<file path="src/rtl/prg_map_pkg.sv">
package prg_map_pkg;
    parameter int unsigned REG_W    = 8;
    parameter int unsigned NUM_REGS = 8;
    parameter int unsigned NUM_CHR  = 6;
    parameter int unsigned INNER_W  = 6;
    parameter int unsigned OUTER_W  = 2;
    parameter int unsigned NUM_ROMS = 3;
    parameter int unsigned MODE_BIT = 6;
    parameter int unsigned SLOT_W   = 3;
    localparam int unsigned IDX_W   = $clog2(NUM_REGS);
    localparam int unsigned PRG_W   = INNER_W + OUTER_W;

    typedef struct packed {
        logic [IDX_W-1:0]                 idx;
        logic                             mode;
        logic [NUM_REGS-1:0][REG_W-1:0]   bank;
    } map_state_t;
endpackage

</file>
<file path="src/rtl/prg_map_regs.sv">
module prg_map_regs
    import prg_map_pkg::*;
(
    input  logic             clk,
    input  logic             rst_n,
    input  logic             wr_en,
    input  logic             wr_is_sel,
    input  logic [REG_W-1:0] wr_data,
    output map_state_t       st_q
);
    map_state_t st_d;

    always_comb begin
        st_d = st_q;
        if (wr_en) begin
            if (wr_is_sel) begin
                st_d.idx  = wr_data[IDX_W-1:0];
                st_d.mode = wr_data[MODE_BIT];
            end else begin
                st_d.bank[st_q.idx] = wr_data;
            end
        end
    end

    always_ff @(posedge clk) begin
        if (!rst_n) st_q <= '0;
        else        st_q <= st_d;
    end
endmodule

</file>
<file path="src/rtl/prg_chr_outer.sv">
module prg_chr_outer
    import prg_map_pkg::*;
#(
    parameter int unsigned N_CHR = NUM_CHR,
    parameter int unsigned OW    = OUTER_W,
    parameter int unsigned SW    = SLOT_W
) (
    input  logic [N_CHR-1:0][OW-1:0] chr_hi,
    input  logic [SW-1:0]            slot,
    output logic [OW-1:0]            outer
);
    localparam int unsigned RI_W = $clog2(N_CHR);
    logic [RI_W-1:0] ri_d;

    // slots 0-1 and 2-3 are 2 kB pairs, 4-7 are single 1 kB banks
    always_comb begin
        if (slot < SW'(2))      ri_d = '0;
        else if (slot < SW'(4)) ri_d = RI_W'(1);
        else                    ri_d = RI_W'(slot - SW'(2));
        outer = chr_hi[ri_d];
    end
endmodule

</file>
<file path="src/rtl/prg_window_map.sv">
module prg_window_map
    import prg_map_pkg::*;
#(
    parameter int unsigned IW = INNER_W,
    parameter int unsigned OW = OUTER_W
) (
    input  logic [1:0]     win,
    input  logic           mode,
    input  logic [IW-1:0]  sw_lo,
    input  logic [IW-1:0]  sw_mid,
    input  logic [OW-1:0]  chr_outer,
    output logic [IW+OW-1:0] bank
);
    localparam logic [IW-1:0] LAST_BANK = '1;
    localparam logic [IW-1:0] PEN_BANK  = {{(IW-1){1'b1}}, 1'b0};

    logic [IW-1:0] inner_d;
    logic [OW-1:0] outer_d;

    always_comb begin
        outer_d = win[1] ? '0 : chr_outer;
        unique case (win)
            2'b00:   inner_d = mode ? PEN_BANK : sw_lo;
            2'b01:   inner_d = sw_mid;
            2'b10:   inner_d = mode ? sw_lo : PEN_BANK;
            default: inner_d = LAST_BANK;
        endcase
        bank = {outer_d, inner_d};
    end
endmodule

</file>
<file path="src/rtl/prg_chip_decode.sv">
module prg_chip_decode
    import prg_map_pkg::*;
#(
    parameter int unsigned OW  = OUTER_W,
    parameter int unsigned NR  = NUM_ROMS
) (
    input  logic          upper_win,
    input  logic [OW-1:0] chr_outer,
    input  logic          half_sel,
    output logic [NR-1:0] oe_n,
    output logic          ce_lo_n,
    output logic          ce_hi_n,
    output logic          err
);
    assign oe_n[0] = ~(upper_win | (chr_outer == '0));

    for (genvar k = 1; k < NR; k++) begin : g_rom
        assign oe_n[k] = ~(~upper_win & chr_outer[NR-1-k]);
    end

    assign ce_lo_n = half_sel;
    assign ce_hi_n = ~half_sel;
    assign err     = ~upper_win & (&chr_outer);
endmodule

</file>
<file path="src/rtl/prg_outer_bank_map.sv">
module prg_outer_bank_map
    import prg_map_pkg::*;
(
    input  logic                clk,
    input  logic                rst_n,
    input  logic [15:0]         cpu_addr,
    input  logic [REG_W-1:0]    cpu_data,
    input  logic                cpu_rw,
    input  logic                rom_sel_n,
    input  logic [13:0]         ppu_addr,
    output logic [PRG_W-1:0]    prg_addr,
    output logic [NUM_ROMS-1:0] rom_oe_n,
    output logic                ce_lo_n,
    output logic                ce_hi_n,
    output logic                outer_err
);
    localparam int unsigned SLOT_LSB = 10;

    map_state_t                      st_q;
    logic                            wr_en;
    logic [NUM_CHR-1:0][OUTER_W-1:0] chr_hi;
    logic [OUTER_W-1:0]              chr_outer;
    logic                            unused_bits;

    assign wr_en = ~cpu_rw & ~rom_sel_n & ~cpu_addr[14] & ~cpu_addr[13];

    prg_map_regs u_regs (
        .clk       (clk),
        .rst_n     (rst_n),
        .wr_en     (wr_en),
        .wr_is_sel (~cpu_addr[0]),
        .wr_data   (cpu_data),
        .st_q      (st_q)
    );

    for (genvar c = 0; c < NUM_CHR; c++) begin : g_chr
        assign chr_hi[c] = st_q.bank[c][REG_W-1 -: OUTER_W];
    end

    prg_chr_outer u_outer (
        .chr_hi (chr_hi),
        .slot   (ppu_addr[SLOT_LSB +: SLOT_W]),
        .outer  (chr_outer)
    );

    prg_window_map u_win (
        .win       (cpu_addr[14:13]),
        .mode      (st_q.mode),
        .sw_lo     (st_q.bank[6][INNER_W-1:0]),
        .sw_mid    (st_q.bank[7][INNER_W-1:0]),
        .chr_outer (chr_outer),
        .bank      (prg_addr)
    );

    prg_chip_decode u_dec (
        .upper_win (cpu_addr[14]),
        .chr_outer (chr_outer),
        .half_sel  (prg_addr[INNER_W-1]),
        .oe_n      (rom_oe_n),
        .ce_lo_n   (ce_lo_n),
        .ce_hi_n   (ce_hi_n),
        .err       (outer_err)
    );

    assign unused_bits = ^{st_q, cpu_addr, ppu_addr};
endmodule

</file>
<file path="config.mk">
export PLATFORM = sky130hd
export DESIGN_NAME = prg_outer_bank_map
export DESIGN_NICKNAME = d
export VERILOG_FILES = /design/src/rtl/prg_map_pkg.sv /design/src/rtl/prg_map_regs.sv /design/src/rtl/prg_chr_outer.sv /design/src/rtl/prg_window_map.sv /design/src/rtl/prg_chip_decode.sv /design/src/rtl/prg_outer_bank_map.sv
export SDC_FILE = /design/constraint.sdc
export NUM_CORES = 1
export LEC_CHECK = 0
export ABC_AREA = 1
export BUFFER_PORTS_ARGS = -buffer_cell sky130_fd_sc_hd__buf_2
export CAP_MARGIN = 40
export CORE_ASPECT_RATIO = 0.5
export CORE_MARGIN = 2
export CORE_UTILIZATION = 40
export CTS_CLUSTER_DIAMETER = 30
export DETAILED_ROUTE_END_ITERATION = 8
export PLACE_DENSITY = 0.69
export SYNTH_ARGS = -nofsm -noshare
export SYNTH_HDL_FRONTEND = slang
export SYNTH_SLANG_ARGS = --single-unit
</file>
<file path="constraint.sdc">
create_clock -name clk -period 1.2 [get_ports clk]
set_input_delay 0.06 -clock clk [delete_from_list [all_inputs] [get_ports clk]]
set_output_delay 0.06 -clock clk [all_outputs]
set_load 0.01 [all_outputs]
</file>
==> summary.txt <==
Finish
  – Top Registers: u_regs.st_q: 28 flops
  – Biggest register: u_regs.st_q
  – Largest register FFs: 28
  – Reg area: 570.5 µm²
  – Layout cells sized above 1: 0.2846
  – Most common cell after layout, fill and taps aside: buf_2
  – # diodes: 0
  – Layout Cells excl Fill: a little over 300
  – Most frequent cells in the layout: buf_2 (31), o21ai_0 (27), nand2_1 (27)
  – Area taken by multi-input logic gates: roughly 820 µm²
  – Final instance area: 0.001857 mm²
  – Syn-to-layout area delta: 27.49%
  – Fill cells: 367
  – Final #Nets: 296

Critical path
  – Crit-path slowest cell: dfxtp_2
  – Max FO, Critical Path: 4
  – Crit end category: output port
  – CP Class: reg2out
  – Worst path required time: 1140 ps
  – Slowest stage delay, CP: 340 ps
  – Critical Path Start Type: flop
  – Crit path cell chain: nand2_1 -> nand2_1 -> nor2_1 -> nor2_1 -> nand3_2 -> nor2_1 -> buf_2
  – Critical Path Source: u_regs.st_q[22]
  – R2R Path Start: u_regs.st_q[66]
  – Worst path most repeated cell: nor2_1
  – Critical Path AT: ~1200 ps
  – R2R setup slack: approximately 90 ps

Timing
  – Final count of negative-setup-slack endpoints: 6
  – RSZ-0062 raised after global routing: true
  – Max Clock Freq: between 800 and 900 MHz
  – Fin crit period: ~1200 ps
  – Final hold violations: 0
  – Clock Skews: 7.748 ps
  – Slew @ Worst Pin: around 340 ps
  – Tcrit/Tclk final: 1.039
  – Final WS setup: -47.26 ps
  – Slew Limit Fails: 0
  – Slew margin rel.: 0.7750
  – Min Hold Slack: 36.93 ps

Floorplanning
  – Initial Utilization: 0.4217
  – Die footprint: 0.004169 mm²
  – Core Rows: 15
  – I/O Pins: between 50 and 60
  – Die width: 89.34 µm
  – Die Y-Extent: 46.67 µm
  – Core Region: 0.003453 mm²

Routing
  – Post-route antenna net violation count: 0
  – Vias: between 1500 and 2000
  – Post-route DRC violation count: 0
  – DRT iter0 DRCs: 48
  – DR pass1 iterations: 4
  – Drt via density: slightly above 5
  – Routed WL per cell: 11.78 µm
  – Routed Wire Length: roughly 3.6 mm

Min path
  – Hold Path Class: in2reg
  – HP Start: cpu_data[3]

Power and ir drop
  – Maximum VDD drop: 0.4584 mV
  – LEAKAGE: approximately 0.78 nW
  – Final total power: about 1.9 mW
  – Pwr per Cell Area: just over 1000 mW/mm²

Placement
  – Post-placement cell count: 300
  – GP Congestion: 0.8233
  – DP Worst Slack: approximately 6 ps
  – I/O Buffers: 31
  – Dpl hpwl: 2.756 mm
  – DP Area: 0.001730 mm²

Logic synthesis
  – Cell variety after synth: 22
  – Gate Count Post-Synth: 214
  – Synth Net Count: 256
  – Avg Cell Area, Syn: 6.806 µm²
  – Register area share after synthesis: 0.3849
  – Number of synthesized register bits: 28
  – Synthesized cell area: 0.001456 mm²
  – YS warnings: 0

Clock network
  – TritonCTS Sinks: 28
  – Root Buffer: clkbuf_8
  – Hold buffer count at CTS: 0
  – H-tree Lvls: 1
  – CTS tree: yes
  – Clk buf depth: 2
  – Post-CTS Setup Inserts: 0
  – Clock Pin Slew Worst Setup and Hold Paths: 100 ps
  – Total CTS buffers: 3
  – Clk_lat worst skew: 280 ps

Outcome
  – Status: finished with violations
  – Failing checks: negative setup slack

Global routing
  – GRT Residual Overflow: 0
  – First-pass GRT wire length: 5.506 mm
  – Initial antenna violation count: 0
  – Vias in the first global route: 1265
  – Pin count of the biggest net entering global routing: 19
  – Gr usage total: 0.1759

Run
  – Number of max-cap violations: 0
==> repair_timing <==
item,4_1_cts,5_1_grt
gates resized for setup,5,18
cloned,0,0
endpoints found under the setup margin,13,22
pin swaps,3,3
==> metrics by stage <==
| stage | util | setup TNS, ps |
|---|---|---|
| after floorplan | - | 0 |
| after global placement | 0.5011 | 0 |
| after detailed placement | 0.5011 | 0 |
| after CTS | 0.5239 | -307.2 |
| after global routing | 0.5377 | -1221 |
| final | 0.5377 | -181.0 |
==> Yosys cell counts <==
cell,number,area [µm²]
nand3_4,1,17.52
clkinv_1,1,3.750
o21ai_1,4,20.02
dfxtp_1,28,560.5
inv_1,17,63.81
nand3_1,27,135.1
buf_4,1,7.510
nor2_2,2,12.51
clkbuf_1,2,7.510
nor3_1,14,70.07
buf_6,2,22.52
o21a_1,1,7.510
nor2_4,3,33.78
buf_2,3,15.01
nand2_2,1,6.260
nor2_1,25,93.84
o21ai_0,31,155.2
a21oi_1,18,90.09
o211ai_1,1,7.510
a211oi_1,1,7.510
nand2_1,30,112.6
nand4_1,1,6.260
==> final timing paths <==
check | to | cells past startpoint
worst max-delay path | outer_err | 7
worst min-delay path | u_regs.st_q[51] | 3
worst max register to register | u_regs.st_q[46] | 5
worst min register to register | u_regs.st_q[60] | 2
==> layer usage <==
| layer | wire [µm] | global-route usage | up-vias |
|---|---|---|---|
| met3 | 127 | 0.05018 | 0 |
| met5 | 0 | 0 | - |
| li1 | - | - | 801 |
| met4 | 0 | 0.04776 | 0 |
| met2 | 1714 | 0.3156 | 30 |
| met1 | 1739 | 0.2108 | 703 |
==> power by group <==
part / leakage, nW / internal, mW / switching [mW] / total, mW
clock: 0.0357 / 0.447 / 0.295 / 0.742
sequential: 0.229 / 0.931 / 0.00362 / 0.935
combinational: 0.511 / 0.0911 / 0.147 / 0.238
==> critical path: cells and delay by family, from the launching register on <==
| family | cells | cell delay, ps |
|---|---|---|
| and+or+nand+nor | 6 | 450 |
| DFF | 1 | 340 |
| buffers and inverters | 1 | 130 |
==> logic make-up (layout without fill, tap and decap cells) <==
logic type | count (synthesis) | in the layout | synth area share
compound gates | 56 | 56 | 0.1976
flops | 28 | 28 | 0.3849
buf+inv | 26 | 65 | 0.08247
simple gates | 104 | 104 | 0.3351
==> layout make-up <==
type / count / area share
Multi-Input combinational cell: 160 / 0.4427
Clock buffer: 3 / 0.02224
Clock inverter: 1 / 0.01617
Sequential cell: 28 / 0.3073
Tap cell: 51 / 0.03437
Timing Repair Buffer: 43 / 0.1408
Inverter: 18 / 0.03639
No activity file was read; power rests on OpenSTA's default activity.
